--- src/rtl/pss_pkg.sv ---
package pss_pkg;
   localparam int STB_N  = 3;
   localparam int STB_CS = 0;
   localparam int STB_WE = 1;
   localparam int STB_RE = 2;

   typedef enum logic {
      DIR_READ  = 1'b0,
      DIR_WRITE = 1'b1
   } dir_e;
endpackage

--- src/rtl/pss_tick_gen.sv ---
module pss_tick_gen #(
   parameter int COARSE_DIV = 2
) (
   input  logic clk,
   input  logic rst_n,
   input  logic tick_en,
   input  logic coarse,
   input  logic restart,
   output logic tick
);
   localparam int PH_W = (COARSE_DIV > 1) ? $clog2(COARSE_DIV) : 1;

   if (COARSE_DIV < 1) begin : g_bad_div
      $error("COARSE_DIV must be at least 1");
   end

   if (COARSE_DIV == 1) begin : g_flat
      logic [2:0] ignore_unused;
      assign ignore_unused = {clk, rst_n, coarse ^ restart};
      assign tick = tick_en;
   end else begin : g_div
      logic [PH_W-1:0] phase_q;
      logic            last_ph;

      assign last_ph = (phase_q == PH_W'(COARSE_DIV - 1));
      assign tick    = tick_en & (~coarse | last_ph);

      always_ff @(posedge clk or negedge rst_n) begin
         if (!rst_n) begin
            phase_q <= '0;
         end else if (restart) begin
            phase_q <= '0;
         end else if (tick_en && coarse) begin
            phase_q <= last_ph ? '0 : phase_q + 1'b1;
         end
      end
   end
endmodule

--- src/rtl/pss_timing_clamp.sv ---
module pss_timing_clamp import pss_pkg::*; #(
   parameter int ON_W    = 4,
   parameter int OFF_W   = 6,
   parameter int ACT_LSB = 22,
   parameter int CNT_W   = 8,
   localparam int WA_W   = STB_N * (ON_W + OFF_W),
   localparam int WB_W   = ACT_LSB + OFF_W
) (
   input  logic [WA_W-1:0]  word_a,
   input  logic [WB_W-1:0]  word_b,
   output logic [CNT_W-1:0] on_e  [STB_N],
   output logic [CNT_W-1:0] off_e [STB_N],
   output logic [CNT_W-1:0] wcyc_e,
   output logic [CNT_W-1:0] rcyc_e,
   output logic [CNT_W-1:0] act_e
);
   localparam int PAIR_W = ON_W + OFF_W;
   localparam logic [CNT_W-1:0] ONE = CNT_W'(1);

   function automatic logic [CNT_W-1:0] mx(input logic [CNT_W-1:0] a,
                                            input logic [CNT_W-1:0] b);
      return (a > b) ? a : b;
   endfunction

   logic [CNT_W-1:0] on_r  [STB_N];
   logic [CNT_W-1:0] off_r [STB_N];
   logic [CNT_W-1:0] wcyc_r, rcyc_r, width_r, act_r;
   logic [CNT_W-1:0] cs_off_e;

   for (genvar s = 0; s < STB_N; s++) begin : g_fields
      assign on_r[s]  = {{(CNT_W-ON_W){1'b0}},  word_a[s*PAIR_W +: ON_W]};
      assign off_r[s] = {{(CNT_W-OFF_W){1'b0}}, word_a[s*PAIR_W+ON_W +: OFF_W]};
      assign on_e[s]  = on_r[s];
      if (s == STB_CS) begin : g_cs
         assign off_e[s] = cs_off_e;
      end else begin : g_data
         assign off_e[s] = mx(off_r[s], on_r[s] + ONE);
      end
   end

   assign wcyc_r  = {{(CNT_W-OFF_W){1'b0}}, word_b[0 +: OFF_W]};
   assign rcyc_r  = {{(CNT_W-OFF_W){1'b0}}, word_b[OFF_W +: OFF_W]};
   assign width_r = {{(CNT_W-OFF_W){1'b0}}, word_b[2*OFF_W +: OFF_W]};
   assign act_r   = {{(CNT_W-OFF_W){1'b0}}, word_b[ACT_LSB +: OFF_W]};

   if (ACT_LSB > 3*OFF_W) begin : g_gap
      logic gap_unused;
      assign gap_unused = ^word_b[ACT_LSB-1:3*OFF_W];
   end

   assign cs_off_e = mx(mx(mx(off_r[STB_CS], on_r[STB_CS] + ONE),
                           on_r[STB_CS] + width_r),
                        mx(off_e[STB_WE], off_e[STB_RE]));
   assign act_e  = mx(act_r, on_r[STB_RE] + ONE);
   assign wcyc_e = mx(wcyc_r, cs_off_e);
   assign rcyc_e = mx(mx(rcyc_r, cs_off_e), act_e + ONE);
endmodule

--- src/rtl/pss_window.sv ---
module pss_window #(
   parameter int CNT_W = 8
) (
   input  logic             busy,
   input  logic             enable,
   input  logic [CNT_W-1:0] count,
   input  logic [CNT_W-1:0] t_on,
   input  logic [CNT_W-1:0] t_off,
   output logic             active
);
   logic opened, not_closed;

   assign opened     = (count >= t_on);
   assign not_closed = (count < t_off);
   assign active     = busy & enable & opened & not_closed;
endmodule

--- src/rtl/pss_strobe_seq.sv ---
module pss_strobe_seq import pss_pkg::*; #(
   parameter int ON_W       = 4,
   parameter int OFF_W      = 6,
   parameter int ACT_LSB    = 22,
   parameter int COARSE_DIV = 2,
   localparam int WA_W      = STB_N * (ON_W + OFF_W),
   localparam int WB_W      = ACT_LSB + OFF_W
) (
   input  logic            clk,
   input  logic            rst_n,
   input  logic            tick_en,
   input  logic            coarse_tick,
   input  logic            req_valid,
   input  logic            req_write,
   output logic            req_ready,
   input  logic [WA_W-1:0] timing_a,
   input  logic [WB_W-1:0] timing_b,
   input  logic [2:0]      strobe_invert,
   output logic            cs_n,
   output logic            we_n,
   output logic            re_n,
   output logic            rd_capture,
   output logic            done
);
   localparam int CNT_W = ((ON_W > OFF_W) ? ON_W : OFF_W) + 2;

   if (ON_W < 1 || OFF_W < 2) begin : g_bad_width
      $error("timing field widths too small");
   end
   if (ON_W > OFF_W) begin : g_bad_order
      $error("on fields may not be wider than off fields");
   end
   if (ACT_LSB < 3*OFF_W) begin : g_bad_lsb
      $error("access time field overlaps cycle fields");
   end

   logic             accept, tick, busy_q, cap_q, done_q;
   dir_e             dir_q;
   logic [CNT_W-1:0] cnt_q, cnt_nxt, cyc_q, act_q;
   logic [CNT_W-1:0] on_c  [STB_N];
   logic [CNT_W-1:0] off_c [STB_N];
   logic [CNT_W-1:0] on_q  [STB_N];
   logic [CNT_W-1:0] off_q [STB_N];
   logic [CNT_W-1:0] wcyc_c, rcyc_c, act_c;
   logic [STB_N-1:0] stb_en, stb_act, stb_lvl;

   assign accept    = req_valid & ~busy_q;
   assign req_ready = ~busy_q;
   assign cnt_nxt   = cnt_q + 1'b1;

   pss_tick_gen #(.COARSE_DIV(COARSE_DIV)) u_tick (
      .clk     (clk),
      .rst_n   (rst_n),
      .tick_en (tick_en),
      .coarse  (coarse_tick),
      .restart (accept),
      .tick    (tick)
   );

   pss_timing_clamp #(
      .ON_W(ON_W), .OFF_W(OFF_W), .ACT_LSB(ACT_LSB), .CNT_W(CNT_W)
   ) u_clamp (
      .word_a (timing_a),
      .word_b (timing_b),
      .on_e   (on_c),
      .off_e  (off_c),
      .wcyc_e (wcyc_c),
      .rcyc_e (rcyc_c),
      .act_e  (act_c)
   );

   always_ff @(posedge clk or negedge rst_n) begin
      if (!rst_n) begin
         busy_q <= 1'b0;
         dir_q  <= DIR_READ;
         cnt_q  <= '0;
         cyc_q  <= '0;
         act_q  <= '0;
         for (int s = 0; s < STB_N; s++) begin
            on_q[s]  <= '0;
            off_q[s] <= '0;
         end
      end else if (accept) begin
         busy_q <= 1'b1;
         dir_q  <= req_write ? DIR_WRITE : DIR_READ;
         cnt_q  <= '0;
         cyc_q  <= req_write ? wcyc_c : rcyc_c;
         act_q  <= act_c;
         on_q   <= on_c;
         off_q  <= off_c;
      end else if (busy_q && tick) begin
         if (cnt_nxt == cyc_q) begin
            busy_q <= 1'b0;
            cnt_q  <= '0;
         end else begin
            cnt_q  <= cnt_nxt;
         end
      end
   end

   always_ff @(posedge clk or negedge rst_n) begin
      if (!rst_n) begin
         cap_q  <= 1'b0;
         done_q <= 1'b0;
      end else begin
         cap_q  <= busy_q & tick & (dir_q == DIR_READ) & (cnt_nxt == act_q);
         done_q <= busy_q & tick & (cnt_nxt == cyc_q);
      end
   end

   for (genvar s = 0; s < STB_N; s++) begin : g_stb
      if (s == STB_CS) begin : g_en_cs
         assign stb_en[s] = 1'b1;
      end else if (s == STB_WE) begin : g_en_we
         assign stb_en[s] = (dir_q == DIR_WRITE);
      end else begin : g_en_re
         assign stb_en[s] = (dir_q == DIR_READ);
      end

      pss_window #(.CNT_W(CNT_W)) u_win (
         .busy   (busy_q),
         .enable (stb_en[s]),
         .count  (cnt_q),
         .t_on   (on_q[s]),
         .t_off  (off_q[s]),
         .active (stb_act[s])
      );

      assign stb_lvl[s] = ~stb_act[s] ^ strobe_invert[s];
   end

   assign cs_n       = stb_lvl[STB_CS];
   assign we_n       = stb_lvl[STB_WE];
   assign re_n       = stb_lvl[STB_RE];
   assign rd_capture = cap_q;
   assign done       = done_q;
endmodule

--- config.mk ---
export PLATFORM = sky130hd
export DESIGN_NAME = pss_strobe_seq
export DESIGN_NICKNAME = d
export VERILOG_FILES = /design/src/rtl/pss_pkg.sv /design/src/rtl/pss_tick_gen.sv /design/src/rtl/pss_timing_clamp.sv /design/src/rtl/pss_window.sv /design/src/rtl/pss_strobe_seq.sv
export SDC_FILE = /design/constraint.sdc
export NUM_CORES = 1
export LEC_CHECK = 0
export BUFFER_PORTS_ARGS = -buffer_cell sky130_fd_sc_hd__buf_2
export CORE_ASPECT_RATIO = 1.75
export CORE_UTILIZATION = 38
export DETAILED_ROUTE_END_ITERATION = 10
export GPL_TIMING_DRIVEN = 0
export PLACE_DENSITY = 0.58
export SKIP_LAST_GASP = 1
export SLEW_MARGIN = 20
export SYNTH_ARGS = -nofsm -noshare
export SYNTH_HDL_FRONTEND = slang
export SYNTH_SLANG_ARGS = --single-unit
--- constraint.sdc ---
create_clock -name clk -period 3.1 [get_ports clk]
set_clock_uncertainty 0.05 [all_clocks]
set_input_delay 0.62 -clock clk [delete_from_list [all_inputs] [get_ports clk]]
set_output_delay 0.62 -clock clk [all_outputs]
set_load 0.05 [all_outputs]
# Word-level counts from Yosys, hierarchy flattened
# Cells that the tools add are included.
[totals] ff_bits=65 input_bits=67 out_inout_bits=6 elab_cells=90
[classes] bitwise_logic=24 n_reduce_logical=6 order_cmp=16 eq_ne=2 mux=21 add_sub_neg=7
[ops] operator="$mux 8" count=14
[ops] operator="$gt 6x8->1" count=6
[ops] operator="$gt 8x8->1" count=4
[ops] operator="$ge 8x4->1" count=3
[ops] operator="$lt 8x8->1" count=3
[ops] operator="$add 8x1->8 const B" count=2
[ops] operator="$eq 8x8->1" count=2
[ops] operator="$add 4x1->5 const B" count=3
[ops] operator="$and 1x1->1" count=14
[ops] operator="$add 4x6->7" count=1
[ops] operator="$mux 1" count=7
[ops] operator="$not 1->1" count=6
[ops] operator="$reduce_bool 2->1" count=3
[ops] operator="$xor 1x1->1" count=3
[ops] operator="$logic_and 1x1->1" count=2
[ops] operator="$reduce_and 2->1" count=1
[ops] operator="$add 1x1->1 const B" count=1
[ops] operator="$or 1x1->1" count=1

# Logic depth before layout (Yosys ltp)
[depth] word_depth=12 ltp_mapped=44 ltp_nobuf=41

# By module
# From an unflattened synthesis, not the netlist that was laid out.
[unflattened] cells_unflattened=851 area_unflattened_um2=7676.1
[modules_own_cells] module="pss_strobe_seq" seq_area_each_um2=1901.8 area_each_um2=3499.6 n_inst=1 cells_per_inst=275
[modules_own_cells] module="pss_timing_clamp" seq_area_each_um2=0.0 area_each_um2=2999.1 n_inst=1 cells_per_inst=411
[modules_own_cells] module="pss_window" seq_area_each_um2=0.0 area_each_um2=371.6 n_inst=3 cells_per_inst=53
[modules_own_cells] module="pss_tick_gen" seq_area_each_um2=25.0 area_each_um2=62.6 n_inst=1 cells_per_inst=6

# Worst setup path after synthesis
# OpenSTA, ideal clock, no wires.
[synth_timing] path_type="input port to flip-flop" start="in timing_a[20]" end="reg cyc_q[5]" t_arrival_ns=8.783 slack_ns=-5.862 path_buffers=2 cell_stages=38 setup_time_ns=0.129 t_required_ns=2.921 path_cell_list="ha_1 and3_2 inv_1 ha_1 or3_1 o31ai_1 a21o_1 buf_4 mux2i_1 ha_1 nand3_1 a21oi_1 a2111oi_0 or2_2 clkbuf_1 mux2i_1 inv_1 ha_1 [2 not listed] a21boi_0 nor2_1 and4_1 a2111oi_2 ha_1 nand4_1 o22ai_1 a211oi_1 o21ai_0 ha_1 or4_1 a21oi_1 a211o_2 nand2b_1 nor2_1 a221o_2 o22ai_1 nand3_1"
[synth_rtl] element="start: declaration" line_no="pss_strobe_seq.sv:16" text="input logic [WA_W-1:0] timing_a,"
[synth_rtl] element="end signal: assignment" line_no="pss_strobe_seq.sv:87" text="cyc_q <= req_write ? wcyc_c : rcyc_c;"
[synth_rtl] element="end: declaration" line_no="pss_strobe_seq.sv:39" text="logic [CNT_W-1:0] cnt_q, cnt_nxt, cyc_q, act_q;"

# Worst setup path in the final report
[layout_timing] start="in timing_a[21]" end="reg cyc_q[3]"
[layout_via] elab_chain_cells=12 elab_cells_between_ends=17 classes_between="add/sub: 2; order compare: 7; mux: 8"
[layout_lines] element="$add 4x1->5 (*)" line_no="pss_timing_clamp.sv:37, pss_timing_clamp.sv:54"
[layout_lines] element="$gt 6x8->1" line_no="pss_timing_clamp.sv:22" text="return (a > b) ? a : b;"
[layout_lines] element="$mux 8" line_no="pss_timing_clamp.sv:22"
[layout_lines] element="$gt 8x8->1" line_no="pss_timing_clamp.sv:22"
[layout_lines] element="$mux 8" line_no="pss_timing_clamp.sv:22"
[layout_lines] element="$gt 8x8->1" line_no="pss_timing_clamp.sv:22"
[layout_lines] element="$mux 8" line_no="pss_timing_clamp.sv:22"
[layout_lines] element="$gt 6x8->1" line_no="pss_timing_clamp.sv:22"
[layout_lines] element="$mux 8" line_no="pss_timing_clamp.sv:22"
[layout_lines] element="$gt 8x8->1" line_no="pss_timing_clamp.sv:22"
[layout_lines] element="$mux 8" line_no="pss_timing_clamp.sv:22"
[layout_lines] element="$mux 8 (*)" line_no="pss_strobe_seq.sv:87"
# Every way passes the cells marked *; elsewhere a longest branch is shown, timed or not.
# A chain may end at the register's enable or synchronous reset.

==> metrics.txt <==
overall die width 96.7 um; crit end category flop; Vias per Instance 5.71; first-pass iteration count of the detailed router 5; async set-reset flop share out of synthesis 100%; IR drop worst, VDD 0.414 mV; number of buffers inserted for hold repair after clock tree synthesis 0; clk buf depth 2; effective utilization at floorplan 38.9%; Chip Height 168 um; post-DP HPWL 15000 um; routed length on met3 697 um; number of buffers added by the clock tree synthesis step 9; highest net fanout along the worst path 6; largest incremental delay on the critical path 440 ps; global-route wire length before repair 32300 um; Hold WC Path Type in -> async; clock latency at the later pin of the worst-skew pair 320 ps; Max Cap Violations 0; antenna violations before repair 0; FF/Latch Area 1430 um^2; Setup Viol. Count Final 14; count of boundary I/O pins 73; cell at the slowest stage of the critical path sky130_fd_sc_hd__a2111oi_4; maximum level of the CTS H-tree 3; WL final 21300 um; TritonCTS clock tree yes; number of remaining DRC errors 0; remaining number of nets flagged by the antenna check after routing 0; arrival time reported for the critical path endpoint 8330 ps; slew of the pin with the lowest slew margin 1200 ps; synthesized net count 867; Seq cells post-synth 57; number of buffers added on ports 67; number of enable-type register cells in the synthesized netlist 0; element type at the critical path start input pin; # placed instances 962; area added between synthesis and finish 52.2%; Starting DRT DRC Count 371; area used by multi-input combinational logic 5340 um^2; setup repair after global routing missed its margin true; yosys warns 0; CP dominant cell by count sky130_fd_sc_hd__buf_6; part of the cycle the worst path needs 264%; Cell variety after synth 73; kind of critical path in -> reg; cell count after synthesis 709; length of routed met2 wiring 11500 um; aggregate global-route resource usage 25.3%; final critical path time including I/O delays and setup 8200 ps; f_max 0.122 GHz; share of cells above drive strength 1 39.6%; Clock Root Buffer sky130_fd_sc_hd__clkbuf_16; number of global-route vias before repair 6356; synthesized area 5960 um^2; synthesized area divided by synthesized cell count 8.40 um^2; die area 16200 um^2; fin nets 1042; Worst-path clk slew 50 ps; number of antenna cells inserted 0; Top FF cell, synth sky130_fd_sc_hd__dfrtp_1; gp weighted congestion 0.900; Top Layer Used met4; sink count of the clock tree 57; Slew Limit Fails 0; fill count 1271; R2R setup slack 660 ps; Max transition margin 19.3%; wire length on met1 7590 um; non-filler cells in the finished layout 1075; pin count of the biggest net entering global routing 58; violations in the final reports setup timing; required time at the endpoint of the critical path 3230 ps; P per Cell Area 757 nW/um^2; utilization after layout 59.2%; slack of the critical path -5100 ps; run status finished with violations; sequential area share after synthesis 23.9%; final routed wire length divided by cell count 19.8 um; total number of placement rows 60; total gr overflow 0; Lkg Pwr 4.17 nW; total number of vias 6137; Floorplan Core Area 15300 um^2; final hold violation count 0
synth_stat cells (4+ instances only):
master / count / area [um^2]
sky130_fd_sc_hd__clkbuf_1: 15 / 56.3
sky130_fd_sc_hd__xnor2_1: 18 / 158
sky130_fd_sc_hd__nand2_1: 91 / 342
sky130_fd_sc_hd__nor3_1: 6 / 30.0
sky130_fd_sc_hd__inv_1: 70 / 263
sky130_fd_sc_hd__a31oi_1: 6 / 37.5
sky130_fd_sc_hd__nand3_1: 20 / 100
sky130_fd_sc_hd__mux2_2: 5 / 56.3
sky130_fd_sc_hd__nor4_1: 4 / 25.0
sky130_fd_sc_hd__xnor3_1: 4 / 90.1
sky130_fd_sc_hd__nor2_1: 35 / 131
sky130_fd_sc_hd__ha_1: 90 / 1130
sky130_fd_sc_hd__a21o_1: 16 / 120
sky130_fd_sc_hd__a21boi_0: 5 / 37.5
sky130_fd_sc_hd__mux2i_1: 13 / 130
sky130_fd_sc_hd__o21a_1: 8 / 60.1
sky130_fd_sc_hd__and2_1: 4 / 25.0
sky130_fd_sc_hd__o21ai_0: 63 / 315
sky130_fd_sc_hd__a211o_1: 6 / 52.6
sky130_fd_sc_hd__nand4_1: 8 / 50.1
sky130_fd_sc_hd__o211ai_1: 8 / 60.1
sky130_fd_sc_hd__xor2_1: 14 / 123
sky130_fd_sc_hd__dfrtp_1: 57 / 1430
sky130_fd_sc_hd__nand2b_1: 15 / 93.8
sky130_fd_sc_hd__nor2b_1: 10 / 62.6
sky130_fd_sc_hd__a211oi_1: 11 / 82.6
sky130_fd_sc_hd__o22ai_1: 11 / 68.8
sky130_fd_sc_hd__o21bai_1: 4 / 30.0
sky130_fd_sc_hd__or4_1: 4 / 30.0
sky130_fd_sc_hd__o31ai_1: 4 / 30.0
sky130_fd_sc_hd__a21oi_1: 20 / 100
per-stage QoR:
stage / area, um^2 / setup WS [ps] / hold slack [ps] / power [mW] / TNS [ps]
after floorplan: 6350 / -4600 / 274 / 3.21 / -42740
after global placement: 6920 / -5960 / 411 / 3.87 / -57980
after detailed placement: 6920 / -6130 / 417 / 3.94 / -59890
after CTS: 8350 / -5060 / 331 / 6.01 / -49500
after global routing: 9070 / -5400 / 376 / 7.28 / -53960
final: 9070 / -5100 / 294 / 6.87 / -50850
metal layers:
metal | track usage [%] | vias to the layer above
met5 | 0 | -
met4 | 19.5 | 0
met3 | 3.17 | 91
li1 | - | 2891
met1 | 25.0 | 2941
met2 | 47.1 | 214
kinds of logic (layout without fill, tap and decap cells):
| family | Yosys count | after routing | share of synthesized area (%) |
|---|---|---|---|
| flip-flops | 57 | 57 | 23.9 |
| buffers and inverters | 92 | 272 | 6.43 |
| multiplexers | 20 | 20 | 3.63 |
| AND/OR/NAND/NOR | 218 | 218 | 17.9 |
| AO/OA/AOI/OAI | 191 | 191 | 21.3 |
| XOR/XNOR | 40 | 40 | 7.56 |
| adder cells (fa/ha/maj) | 91 | 91 | 19.2 |
state kept, by name, summed over array words and instances (netlist names):
| signal | flops |
|---|---|
| rd_capture | 1 |
| u_tick.g_div.last_ph | 1 |
| dir_q | 1 |
| on_q | 12 |
| done | 1 |
| off_q | 19 |
| cyc_q | 7 |
| cnt_q | 8 |
| busy_q | 1 |
| act_q | 6 |
what timing repair did:
item                                   CTS  global route
setup buffers                           71            54
setup endpoints to repair               16            16
resized for setup                      125           110
pin swaps                               50            61
endpoints found under the hold margin    0             0
worst paths after layout:
| path | from | end | cells past startpoint |
|---|---|---|---|
| setup / recovery | timing_a[21] | cyc_q[3]$_DFFE_PN0P_ | 47 |
| max in group asynchronous | rst_n | cnt_q[0]$_DFFE_PN0P_ | 1 |
| setup reg to reg | cnt_q[1]$_DFFE_PN0P_ | cnt_q[2]$_DFFE_PN0P_ | 10 |
| hold / removal | rst_n | done$_DFF_PN0_ | 1 |
| hold reg to reg | off_q[16]$_DFFE_PN0P_ | off_q[16]$_DFFE_PN0P_ | 2 |
| min in group clk | off_q[16]$_DFFE_PN0P_ | off_q[16]$_DFFE_PN0P_ | 2 |
worst max-delay path, delay by kind of cell:
kind	cells	cell delay, ps
AO/OA/AOI/OAI	16	3030
buffers and inverters	18	2010
AND/OR/NAND/NOR	7	1240
adder cells (fa/ha/maj)	5	1130
multiplexers	1	300
final cells by class:
type / instances / share of cell area (%)
clock inverter: 2 / 0.386
clock buffer: 14 / 3.02
buffer: 19 / 1.72
multi-input combinational: 560 / 58.9
inverter: 71 / 2.97
sequential: 57 / 15.8
timing repair buffer: 166 / 14.7
tap: 186 / 2.57
layout by cell type (no fill, tap or decap), drive strengths merged, types with 6 or more instances in the layout:
cell type  instances
a211o              7
a211oi            11
a21o              16
a21oi             20
a31oi              6
buf              173
clkbuf            26
dfrtp             57
ha                90
inv               71
mux2               7
mux2i             13
nand2             91
nand2b            15
nand3             20
nand4              8
nor2              36
nor2b             10
nor3               6
o211ai             8
o21a               8
o21ai             67
o22ai             11
xnor2             20
xor2              14
report_power, final:
group / internal [mW] / leakage, nW / switching (mW)
Sequential: 0.891 / 0.700 / 0.108
Combinational: 2.50 / 3.32 / 2.37
Clock: 0.685 / 0.153 / 0.321
No activity file was read; power rests on OpenSTA's default activity.
